$ cat src/rtl/lc_pkg.sv
package lc_pkg;
    typedef enum logic [2:0] {
        ST_IDLE,
        ST_SYNC,
        ST_HDR,
        ST_DATA,
        ST_HOLD
    } lc_state_t;

    localparam int HDR_BITS = 24;
    localparam logic [7:0] SHARE_COUNT = 8'h02;
endpackage

$ cat src/rtl/lc_bit_timer.sv
module lc_bit_timer #(
    parameter int BIT_TICKS = 2000
) (
    input  logic clk,
    input  logic rst_n,
    input  logic run_i,
    input  logic bit_i,
    output logic level_o,
    output logic last_o
);
    localparam int TW = (BIT_TICKS > 1) ? $clog2(BIT_TICKS) : 1;
    localparam int HI_ZERO = BIT_TICKS / 4;
    localparam int HI_ONE = (3 * BIT_TICKS) / 4;

    logic [TW-1:0] tick_q;

    always_ff @(posedge clk or negedge rst_n) begin
        if (!rst_n) begin
            tick_q <= '0;
        end else if (!run_i) begin
            tick_q <= '0;
        end else if (tick_q == TW'(BIT_TICKS - 1)) begin
            tick_q <= '0;
        end else begin
            tick_q <= tick_q + 1'b1;
        end
    end

    always_comb begin
        last_o  = run_i && (tick_q == TW'(BIT_TICKS - 1));
        level_o = run_i && (tick_q < (bit_i ? TW'(HI_ONE) : TW'(HI_ZERO)));
    end
endmodule

$ cat src/rtl/lc_frame_seq.sv
module lc_frame_seq
    import lc_pkg::*;
#(
    parameter int NUM_LIGHTS  = 3,
    parameter int PAY_BYTES   = 6,
    parameter int SYNC_BITS   = 16,
    parameter int GUARD_TICKS = 4000,
    localparam int PBITS = PAY_BYTES * 8,
    localparam int PAY_W = NUM_LIGHTS * PBITS,
    localparam int SLOT_W = (NUM_LIGHTS > 1) ? $clog2(NUM_LIGHTS) : 1
) (
    input  logic              clk,
    input  logic              rst_n,
    input  logic              start_i,
    input  logic [7:0]        size_i,
    input  logic [7:0]        epoch_i,
    input  logic [PAY_W-1:0]  payload_i,
    input  logic              last_tick_i,
    output logic              run_o,
    output logic              bit_o,
    output logic              bcast_o,
    output logic              hold_o,
    output logic              busy_o,
    output logic [SLOT_W-1:0] slot_o
);
    localparam int SEG_MAX = (SYNC_BITS > HDR_BITS) ? SYNC_BITS : HDR_BITS;
    localparam int SEG_W = $clog2(SEG_MAX);
    localparam int POS_W = (PBITS > 1) ? $clog2(PBITS) : 1;
    localparam int IDX_W = (PAY_W > 1) ? $clog2(PAY_W) : 1;
    localparam int GW = $clog2(GUARD_TICKS + 1);

    lc_state_t state_q, state_d;
    logic [HDR_BITS-1:0] hdr_q;
    logic [PAY_W-1:0]    pay_q;
    logic [SEG_W-1:0]    seg_q;
    logic [SLOT_W-1:0]   slot_q;
    logic [POS_W-1:0]    pos_q;
    logic [GW-1:0]       hold_q;
    logic [IDX_W-1:0]    pay_idx;
    logic [SEG_W-1:0]    hdr_idx;
    logic                sync_end, hdr_end, data_end, hold_end;

    always_comb begin
        sync_end = last_tick_i && (seg_q == SEG_W'(SYNC_BITS - 1));
        hdr_end  = last_tick_i && (seg_q == SEG_W'(HDR_BITS - 1));
        data_end = last_tick_i && (slot_q == SLOT_W'(NUM_LIGHTS - 1))
                   && (pos_q == POS_W'(PBITS - 1));
        hold_end = (hold_q == GW'(GUARD_TICKS - 1));
    end

    // state register
    always_ff @(posedge clk or negedge rst_n) begin
        if (!rst_n) begin
            state_q <= ST_IDLE;
        end else begin
            state_q <= state_d;
        end
    end

    // transitions: launch, sync_done, hdr_done, data_done, hold_done
    always_comb begin
        state_d = state_q;
        unique case (state_q)
            ST_IDLE: if (start_i)  state_d = ST_SYNC;
            ST_SYNC: if (sync_end) state_d = ST_HDR;
            ST_HDR:  if (hdr_end)  state_d = ST_DATA;
            ST_DATA: if (data_end) state_d = ST_HOLD;
            ST_HOLD: if (hold_end) state_d = ST_IDLE;
            default: state_d = ST_IDLE;
        endcase
    end

    // datapath counters and capture
    always_ff @(posedge clk or negedge rst_n) begin
        if (!rst_n) begin
            hdr_q  <= '0;
            pay_q  <= '0;
            seg_q  <= '0;
            slot_q <= '0;
            pos_q  <= '0;
            hold_q <= '0;
        end else begin
            unique case (state_q)
                ST_IDLE: begin
                    seg_q  <= '0;
                    slot_q <= '0;
                    pos_q  <= '0;
                    hold_q <= '0;
                    if (start_i) begin
                        hdr_q <= {SHARE_COUNT, size_i, epoch_i};
                        pay_q <= payload_i;
                    end
                end
                ST_SYNC: begin
                    if (sync_end) seg_q <= '0;
                    else if (last_tick_i) seg_q <= seg_q + 1'b1;
                end
                ST_HDR: begin
                    if (last_tick_i) seg_q <= seg_q + 1'b1;
                end
                ST_DATA: begin
                    if (last_tick_i) begin
                        if (slot_q == SLOT_W'(NUM_LIGHTS - 1)) begin
                            slot_q <= '0;
                            pos_q  <= pos_q + 1'b1;
                        end else begin
                            slot_q <= slot_q + 1'b1;
                        end
                    end
                end
                ST_HOLD: hold_q <= hold_q + 1'b1;
                default: ;
            endcase
        end
    end

    always_comb begin
        pay_idx = IDX_W'(slot_q) * IDX_W'(PBITS) + IDX_W'(PBITS - 1) - IDX_W'(pos_q);
        hdr_idx = SEG_W'(HDR_BITS - 1) - seg_q;
    end

    // outputs
    always_comb begin
        run_o   = 1'b0;
        bit_o   = 1'b0;
        bcast_o = 1'b0;
        hold_o  = 1'b0;
        busy_o  = 1'b1;
        slot_o  = slot_q;
        unique case (state_q)
            ST_IDLE: busy_o = 1'b0;
            ST_SYNC: begin
                run_o   = 1'b1;
                bit_o   = 1'b1;
                bcast_o = 1'b1;
            end
            ST_HDR: begin
                run_o   = 1'b1;
                bit_o   = hdr_q[hdr_idx];
                bcast_o = 1'b1;
            end
            ST_DATA: begin
                run_o = 1'b1;
                bit_o = pay_q[pay_idx];
            end
            ST_HOLD: hold_o = 1'b1;
            default: busy_o = 1'b0;
        endcase
    end
endmodule

$ cat src/rtl/lc_light_mux.sv
module lc_light_mux #(
    parameter int NUM_LIGHTS = 3,
    localparam int SLOT_W = (NUM_LIGHTS > 1) ? $clog2(NUM_LIGHTS) : 1
) (
    input  logic                  level_i,
    input  logic                  bcast_i,
    input  logic                  hold_i,
    input  logic [SLOT_W-1:0]     slot_i,
    output logic [NUM_LIGHTS-1:0] light_o
);
    for (genvar g = 0; g < NUM_LIGHTS; g++) begin : g_light
        always_comb begin
            light_o[g] = hold_i
                       | (level_i & (bcast_i | (slot_i == SLOT_W'(g))));
        end
    end
endmodule

$ cat src/rtl/lightcast_tx.sv
module lightcast_tx #(
    parameter int NUM_LIGHTS  = 3,
    parameter int PAY_BYTES   = 6,
    parameter int SYNC_BITS   = 16,
    parameter int BIT_TICKS   = 2000,
    parameter int GUARD_TICKS = 4000,
    localparam int PAY_W = NUM_LIGHTS * PAY_BYTES * 8,
    localparam int SLOT_W = (NUM_LIGHTS > 1) ? $clog2(NUM_LIGHTS) : 1
) (
    input  logic                  clk,
    input  logic                  rst_n,
    input  logic                  start_i,
    input  logic [7:0]            size_i,
    input  logic [7:0]            epoch_i,
    input  logic [PAY_W-1:0]      payload_i,
    output logic [NUM_LIGHTS-1:0] light_o,
    output logic                  busy_o
);
    logic              run, bit_val, bcast, hold, level, last_tick;
    logic [SLOT_W-1:0] slot;

    lc_frame_seq #(
        .NUM_LIGHTS (NUM_LIGHTS),
        .PAY_BYTES  (PAY_BYTES),
        .SYNC_BITS  (SYNC_BITS),
        .GUARD_TICKS(GUARD_TICKS)
    ) u_seq (
        .clk        (clk),
        .rst_n      (rst_n),
        .start_i    (start_i),
        .size_i     (size_i),
        .epoch_i    (epoch_i),
        .payload_i  (payload_i),
        .last_tick_i(last_tick),
        .run_o      (run),
        .bit_o      (bit_val),
        .bcast_o    (bcast),
        .hold_o     (hold),
        .busy_o     (busy_o),
        .slot_o     (slot)
    );

    lc_bit_timer #(
        .BIT_TICKS(BIT_TICKS)
    ) u_timer (
        .clk    (clk),
        .rst_n  (rst_n),
        .run_i  (run),
        .bit_i  (bit_val),
        .level_o(level),
        .last_o (last_tick)
    );

    lc_light_mux #(
        .NUM_LIGHTS(NUM_LIGHTS)
    ) u_mux (
        .level_i(level),
        .bcast_i(bcast),
        .hold_i (hold),
        .slot_i (slot),
        .light_o(light_o)
    );
endmodule

$ cat config.mk
export PLATFORM = sky130hd
export DESIGN_NAME = lightcast_tx
export DESIGN_NICKNAME = d
export VERILOG_FILES = /design/src/rtl/lc_pkg.sv /design/src/rtl/lc_bit_timer.sv /design/src/rtl/lc_frame_seq.sv /design/src/rtl/lc_light_mux.sv /design/src/rtl/lightcast_tx.sv
export SDC_FILE = /design/constraint.sdc
export NUM_CORES = 1
export LEC_CHECK = 0
export BUFFER_PORTS_ARGS = -buffer_cell sky130_fd_sc_hd__buf_2
export CAP_MARGIN = 40
export CORE_MARGIN = 4
export CORE_UTILIZATION = 35
export CTS_BUF_LIST = sky130_fd_sc_hd__clkbuf_16
export DETAILED_ROUTE_END_ITERATION = 16
export HOLD_SLACK_MARGIN = 0.08
export PLACE_DENSITY = 0.61
export SLEW_MARGIN = 20
export SYNTH_ARGS = -nofsm -noshare
export SYNTH_HDL_FRONTEND = slang
export SYNTH_SLANG_ARGS = --single-unit
$ cat constraint.sdc
create_clock -name clk -period 5.8 [get_ports clk]
set_input_delay 0.87 -clock clk [delete_from_list [all_inputs] [get_ports clk]]
set_output_delay 0.87 -clock clk [all_outputs]
set_load 0.01 [all_outputs]
# Yosys cells after proc, flatten, opt, wreduce, memory -nomap -nowiden
# Cells that the tools add are included.
[word_totals]
regBits = 200
inputBits = 163
elab_cells = 93
[classes]
add_sub_neg = 8
n_mul = 1
order_cmp = 3
eq_ne = 18
muxes = 28
n_bitwise = 9
reduce_logical = 18
[ops]
columns = ["op", "n"]
rows = [
  ["$mux W11", 3],
  ["$pmux W12 S2", 1],
  ["$mux W3", 5],
  ["$pmux W3 S5", 1],
  ["$pmux W5 S3", 1],
  ["$add A12 B1 Y12 const B", 1],
  ["$eq A12 B12 Y1 const B", 1],
  ["$mux W6", 2],
  ["$ne A2 B1 Y1 const B", 6],
  ["$pmux W6 S2", 1],
  ["$add A11 B1 Y11 const B", 1],
  ["$eq A11 B11 Y1 const B", 1],
  ["$lt A11 B11 Y1", 1],
  ["$mux W5", 2],
  ["$lt A8 B9 Y1 const B", 1],
  ["$add A8 B6 Y8 const B", 1],
  ["$bmux W1 S8", 1],
  ["$sub A8 B6 Y8", 1],
  ["$add A6 B1 Y6 const B", 1],
  ["$eq A3 B2 Y1 const B", 2],
  ["$eq A6 B6 Y1 const B", 1],
  ["$logic_and A1 B1 Y1", 6],
  ["$lt A5 B6 Y1 const B", 1],
  ["$mux W1", 6],
  ["other kinds (27)", 37],
]

# Logic depth before layout (Yosys ltp)
[logic_depth]
word_depth = 11
ltp_mapped = 19
depth_no_buf = 19

# Hierarchy
# From an unflattened synthesis, not the netlist that was laid out.
[unflattened]
hier_cells = 735
hier_area_um2 = 9804.4
[by_module_without_submodules]
columns = ["module", "instances", "cells_each", "area_each_um2", "seq_area_each_um2"]
rows = [
  ["lc_frame_seq", 1, 663, 9123.8, 4729.5],
  ["lc_bit_timer", 1, 65, 646.9, 275.3],
  ["lc_light_mux", 1, 7, 33.8, 0.0],
]

# Worst setup path before layout
# OpenSTA, ideal clock, no wires.
[synth_path]
path_type = "reg-to-output"
from = "register u_seq.slot_q[1] (netlist: u_seq.slot_o[1])"
to = "output port light_o[0]"
t_arrival_ns = 3.599
path_slack_ns = 1.331
path_stages_with_launch = 18
path_buffers = 0
cell_sequence = "dfrtp_1 -> inv_1 -> fa_1 -> ha_1 -> inv_1 -> fa_1 -> nand3b_1 -> nor4_1 -> nand4_1 -> o211ai_1 -> a31oi_1 -> o31a_1 -> ha_1 -> a21oi_1 -> o21bai_1 -> a21oi_1 -> o21ai_0 -> o21ai_0"
[synth_via]
elab_chain_cells = 11
elab_cells_between_ends = 13
cone_classes = "2 x add/sub; 1 x mul; 1 x order compare; 4 x mux; 3 x bitwise; 2 x reduce/logical"
[synth_lines]
columns = ["element", "line", "source"]
rows = [
  ["start: declaration", "lc_frame_seq.sv:36", "logic [SLOT_W-1:0] slot_q;"],
  ["start signal: assignment", "lc_frame_seq.sv:107", "slot_q <= slot_q + 1'b1;"],
  ["$mul A2 B2 Y4", "lc_frame_seq.sv:118", "pay_idx = IDX_W'(slot_q) * IDX_W'(PBITS) + IDX_W'(PBITS - 1) - IDX_W'(pos_q);"],
  ["$add A8 B6 Y8", "lc_frame_seq.sv:118", ""],
  ["$sub A8 B6 Y8", "lc_frame_seq.sv:118", ""],
  ["$bmux W1 S8", "lc_frame_seq.sv:144", "bit_o = pay_q[pay_idx];"],
  ["$mux W1 (not written as such)", "lc_frame_seq.sv:144", ""],
  ["$pmux W1 S3", "lc_frame_seq.sv:130", "unique case (state_q)"],
  ["$mux W11", "lc_bit_timer.sv:31", "level_o = run_i && (tick_q < (bit_i ? TW'(HI_ONE) : TW'(HI_ZERO)));"],
  ["$lt A11 B11 Y1", "lc_bit_timer.sv:31", ""],
  ["$logic_and A1 B1 Y1", "lc_bit_timer.sv:31", ""],
  ["$and A1 B1 Y1 *", "lc_light_mux.sv:14", "| (level_i & (bcast_i | (slot_i == SLOT_W'(g))));"],
  ["$or A1 B1 Y1 *", "lc_light_mux.sv:14", ""],
  ["end: declaration", "lightcast_tx.sv:16", "output logic [NUM_LIGHTS-1:0] light_o,"],
]
# Mark *: on every way between the ends. The rest lies on a longest branch, timed or not. The select of a mux whose other input is x is not followed.

# Worst setup path after layout
# Ends and elaborated chain as after synthesis.

==> report_table.html <==
<table>
<tr><th>Metric</th><th>Value</th></tr>
<tr><th colspan="2">Status</th></tr>
<tr><td>Outcome</td><td>completed</td></tr>
<tr><th colspan="2">Power and ir drop</th></tr>
<tr><td>Combinational share of power</td><td>32.3%</td></tr>
<tr><td>P_int</td><td>3.61 mW</td></tr>
<tr><td>Power, Total</td><td>around 5.3 mW</td></tr>
<tr><td>Worst IR drop on VDD</td><td>slightly below 200 uV</td></tr>
<tr><td>Switching power share of the total</td><td>a little under a third</td></tr>
<tr><td>Static power due to leakage</td><td>between 4 and 5 nW</td></tr>
<tr><td>Sequential group share of total power</td><td>about 44%</td></tr>
<tr><td>Cell Pwr Density</td><td>~460 nW/um2</td></tr>
<tr><td>Clk network pwr share</td><td>between 20% and 30%</td></tr>
<tr><td>Switching component of the power</td><td>roughly 1.7 mW</td></tr>
<tr><th colspan="2">Detailed routing</th></tr>
<tr><td>Via density per instance</td><td>just over 5</td></tr>
<tr><td>DRC violations left</td><td>0</td></tr>
<tr><td>Iteration count of the initial detailed-routing pass</td><td>4</td></tr>
<tr><td>Detailed-route via count</td><td>~6400</td></tr>
<tr><td>Antenna viol nets, final</td><td>0</td></tr>
<tr><td>Sum of routed wire length over all layers</td><td>about 23 mm</td></tr>
<tr><td>Wire length per cell</td><td>roughly 18 um</td></tr>
<tr><td>DRC violation total after the first TritonRoute iteration</td><td>roughly 380</td></tr>
<tr><th colspan="2">Synth</th></tr>
<tr><td>Instance count of the mapped netlist</td><td>between 700 and 800</td></tr>
<tr><td>Compound-Gate Fraction of Synth Area</td><td>under 10%</td></tr>
<tr><td>Yosys Warn Count</td><td>0</td></tr>
<tr><td>Top FF cell, synth</td><td>sky130_fd_sc_hd__dfrtp_1</td></tr>
<tr><td>Ranking of synthesized cells by area</td><td>sky130_fd_sc_hd__dfrtp_1 51%, sky130_fd_sc_hd__mux2_2 19%, sky130_fd_sc_hd__mux4_2 5.1%</td></tr>
<tr><td>Proportion of synthesized area in mux cells</td><td>28.8%</td></tr>
<tr><td>Simple-gate share of the synthesized area</td><td>about 7.4%</td></tr>
<tr><td>Proportion of netlist area held by the largest area contributor</td><td>a little over 50%</td></tr>
<tr><td>Total standard cell area after synthesis</td><td>between 9000 and 10000 um2</td></tr>
<tr><td>Synth Area in Adders</td><td>2.72%</td></tr>
<tr><td>Fraction of registers with async set or reset after synthesis</td><td>100%</td></tr>
<tr><td>Mapped Nets</td><td>approximately 900</td></tr>
<tr><td>Number of synthesized flops with an enable pin</td><td>0</td></tr>
<tr><td>Area share of xor/xnor cells in the synthesized design</td><td>between 1 and 1.5%</td></tr>
<tr><td>Library cells used by synthesis</td><td>54</td></tr>
<tr><td>Main combinational cell family by area after synthesis</td><td>multiplexers</td></tr>
<tr><td>Top cell type by total area after synthesis</td><td>sky130_fd_sc_hd__dfrtp_1</td></tr>
<tr><td>Sequential-to-total area share from yosys stat</td><td>~51%</td></tr>
<tr><td>Average cell area after synthesis</td><td>~13 um2</td></tr>
<tr><td>Flops &amp; latches, synth</td><td>200</td></tr>
<tr><th colspan="2">Worst hold path</th></tr>
<tr><td>Worst min path class</td><td>in2async</td></tr>
<tr><th colspan="2">Critical path</th></tr>
<tr><td>Critical Path Fanout Max</td><td>6</td></tr>
<tr><td>Startpoint type of the worst setup path</td><td>register</td></tr>
<tr><td>Crit-path leading delay family</td><td>adder cells</td></tr>
<tr><td>Required time at the worst-slack endpoint</td><td>4930 ps</td></tr>
<tr><td>WP data arrival</td><td>~4600 ps</td></tr>
<tr><td>Worst path bufs/invs</td><td>3</td></tr>
<tr><td>Max stage delay cell, worst path</td><td>sky130_fd_sc_hd__fa_1</td></tr>
<tr><td>Critical path's largest stage delay</td><td>between 500 and 600 ps</td></tr>
<tr><td>Setup crit end kind</td><td>primary output</td></tr>
<tr><td>Cell-by-cell trace of the critical path</td><td>inv_1 &gt; fa_1 &gt; ha_1 &gt; inv_1 &gt; fa_1 &gt; nand3b_1 &gt; nor4_2 &gt; nand4_1 &gt; o211ai_1 &gt; a31oi_1 &gt; o31a_1 &gt; ha_1 &gt; a21oi_1 &gt; o21bai_1 &gt; a21oi_1 &gt; o211ai_1 &gt; a21o_1 &gt; o21ai_1 &gt; buf_2</td></tr>
<tr><td>Crit path kind</td><td>reg2out</td></tr>
<tr><td>Flop-to-flop setup slack</td><td>around 2600 ps</td></tr>
<tr><th colspan="2">Placed design</th></tr>
<tr><td>HPWL after detailed placement</td><td>around 17 mm</td></tr>
<tr><td>Global placer's final weighted congestion</td><td>0.810</td></tr>
<tr><td>Post-Place Cells</td><td>around 1200</td></tr>
<tr><td>Port bufs</td><td>approximately 170</td></tr>
<tr><th colspan="2">Timing</th></tr>
<tr><td>Final number of setup-violating endpoints</td><td>0</td></tr>
<tr><td>Slew at the pin with the worst max-slew slack</td><td>775 ps</td></tr>
<tr><td>Clock period minus worst slack</td><td>~5400 ps</td></tr>
<tr><td>Unrepaired setup endpoints after global routing</td><td>false</td></tr>
<tr><td>Worst clock skew</td><td>9.75 ps</td></tr>
<tr><td>Total negative slack for setup checks</td><td>0 ps</td></tr>
<tr><td>Worst slew margin relative to its limit</td><td>48.3%</td></tr>
<tr><td>Hold violation total from the final report</td><td>0</td></tr>
<tr><td>Final Max Tran Viols</td><td>0</td></tr>
<tr><td>Max Clock Freq</td><td>0.184 GHz</td></tr>
<tr><td>Portion of the clock cycle consumed by the worst path in the final layout</td><td>a little over 90%</td></tr>
<tr><th colspan="2">Die</th></tr>
<tr><td>Core area</td><td>27200 um2</td></tr>
<tr><td>Starting utilization of the core area</td><td>between 30% and 40%</td></tr>
<tr><td>Width of the die</td><td>175 um</td></tr>
<tr><td>Count of boundary I/O pins</td><td>between 150 and 200</td></tr>
<tr><td>Number of rows in the core area</td><td>60</td></tr>
<tr><td>Area of the die</td><td>roughly 30000 um2</td></tr>
<tr><td>Die height</td><td>roughly 170 um</td></tr>
<tr><th colspan="2">Clock network</th></tr>
<tr><td>Clock root buffer</td><td>sky130_fd_sc_hd__clkbuf_16</td></tr>
<tr><td># clock sinks</td><td>200</td></tr>
<tr><td>Number of CTS-inserted buffers</td><td>17</td></tr>
<tr><td>TritonCTS clock tree</td><td>yes</td></tr>
<tr><td>Insertion delay to the later sink of the worst-skew pair</td><td>between 400 and 500 ps</td></tr>
<tr><td>Clock-pin slew of the registers on the worst-case setup and hold paths</td><td>roughly 80 ps</td></tr>
<tr><td>Post-CTS setup repair buffer count</td><td>0</td></tr>
<tr><td>CTS H-Tree Depth</td><td>4</td></tr>
<tr><td>Maximum buffer depth of the clock tree</td><td>2</td></tr>
<tr><th colspan="2">Global routing</th></tr>
<tr><td>Antenna violations before repair</td><td>14</td></tr>
<tr><td>Maximum number of pins on one net before global-route repair</td><td>slightly below 80</td></tr>
<tr><td>Overflow after GRT</td><td>0</td></tr>
<tr><td>Tot GR Track Use</td><td>between 10% and 20%</td></tr>
<tr><td>Number of global-route vias before repair</td><td>6636</td></tr>
<tr><td>Wire length of the first global-routing pass</td><td>around 37 mm</td></tr>
<tr><th colspan="2">Final layout</th></tr>
<tr><td>Layout cells sized above 1</td><td>around 44%</td></tr>
<tr><td>Most frequent cells in the layout</td><td>199 x sky130_fd_sc_hd__dfrtp_1, 165 x sky130_fd_sc_hd__buf_2, 161 x sky130_fd_sc_hd__mux2_2</td></tr>
<tr><td>Commonest non-fill, non-tap cell in the layout</td><td>sky130_fd_sc_hd__dfrtp_1</td></tr>
<tr><td>Final std cells w/o fill</td><td>1279</td></tr>
<tr><td>Final net count</td><td>around 1100</td></tr>
<tr><td>Count of filler cells inserted in the layout</td><td>between 2000 and 3000</td></tr>
<tr><td>Area grow syn2layout</td><td>19.3%</td></tr>
<tr><th colspan="2">Run</th></tr>
<tr><td>Count of max-cap constraint violations</td><td>0</td></tr>
</table>
[per-layer routing]
layer,GRT usage [%],share of wire (%)
met1,20.4,45
met2,23.5,46
met3,5.32,7.1
met4,3.67,1.2
met5,0,0.50
[logic make-up (layout without fill, tap and decap cells)]
group / after synthesis / in the layout
multiplexers: 221 / 221
flip-flops: 200 / 200
AND/OR/NAND/NOR: 142 / 142
AO/OA/AOI/OAI: 82 / 82
buffers and inverters: 58 / 223
adder cells (fa/ha/maj): 20 / 20
XOR/XNOR: 15 / 15
other: 0 / 4
[final cells by class]
class,count,area [um2],share of cell area [%]
antenna,4,10.0,0.0862
multi-input combinational,480,4490,38.7
clock buffer,17,425,3.66
clock inverter,15,198,1.70
tap,372,465,4.01
sequential,200,5010,43.1
inverter,15,56.3,0.485
timing repair buffer,176,955,8.22
[synthesized netlist by cell type, types with 3 or more instances]
cell                       instances
sky130_fd_sc_hd__xor2_1            7
sky130_fd_sc_hd__buf_2            13
sky130_fd_sc_hd__a22oi_1          11
sky130_fd_sc_hd__nor2b_1           5
sky130_fd_sc_hd__a21o_1            4
sky130_fd_sc_hd__clkbuf_1         23
sky130_fd_sc_hd__nor3_1            7
sky130_fd_sc_hd__mux2i_1          31
sky130_fd_sc_hd__nand3_1          18
sky130_fd_sc_hd__dfrtp_1         200
sky130_fd_sc_hd__nor2_1           35
sky130_fd_sc_hd__nand2b_1          5
sky130_fd_sc_hd__a31oi_1           3
sky130_fd_sc_hd__a21oi_1          16
sky130_fd_sc_hd__nor3b_1           4
sky130_fd_sc_hd__ha_1             18
sky130_fd_sc_hd__o211ai_1          3
sky130_fd_sc_hd__nand4_1           7
sky130_fd_sc_hd__nand2_1          30
sky130_fd_sc_hd__or3_1             4
sky130_fd_sc_hd__and2_1            4
sky130_fd_sc_hd__o21ai_0          20
sky130_fd_sc_hd__buf_1             3
sky130_fd_sc_hd__and3_1           11
sky130_fd_sc_hd__inv_1            15
sky130_fd_sc_hd__a22o_1            7
sky130_fd_sc_hd__mux2_2          161
sky130_fd_sc_hd__mux4_2           22
sky130_fd_sc_hd__xnor2_1           8
sky130_fd_sc_hd__nand3b_1          3
sky130_fd_sc_hd__mux4_1            7
[power groups by stage]
stage               Clock [mW]  Combinational (mW)  Sequential (mW)
floorplan                    0                1.36             2.22
global placement             0                1.67             2.36
detailed placement           0                1.72             2.37
CTS                       1.29                1.73             2.34
global route              1.35                1.88             2.42
finish                    1.25                1.71             2.34
[timing repair]
item	CTS	global route
gates resized for setup	0	6
hold buffers	0	0
setup endpoints to repair	0	3
[state kept, by name, indices dropped and copies added, names as in the netlist]
signal,cells
u_seq.pos_q,6
u_seq.slot_o,2
u_seq.state_q,3
u_timer.tick_q,11
u_seq.hdr_q,17
u_seq.pay_q,144
u_seq.seg_q,5
u_seq.hold_q,12
[final timing paths]
path | start | to | cells past startpoint
max | u_seq.slot_o[1] | light_o[0] | 19
min | rst_n | u_seq.hold_q[7] | 1
max reg2reg | u_seq.state_q[0] | u_seq.pay_q[38] | 6
min reg2reg | u_seq.hdr_q[17] | u_seq.hdr_q[17] | 1
max in group asynchronous | rst_n | u_timer.tick_q[6] | 2
min in group clk | u_seq.hdr_q[17] | u_seq.hdr_q[17] | 1
[metrics by stage]
step                      setup slack, ps  area [um2]  hold WS (ps)  utilization, %
final                                 372       11600           355            42.7
after global routing                 6.00       11600           363            42.7
after CTS                             307       11600           361            42.6
after detailed placement              823       11000           457            40.3
after global placement                911       10900           454            40.1
after floorplan                      1330        9740           439               -
(Power assumes the default switching activity.)
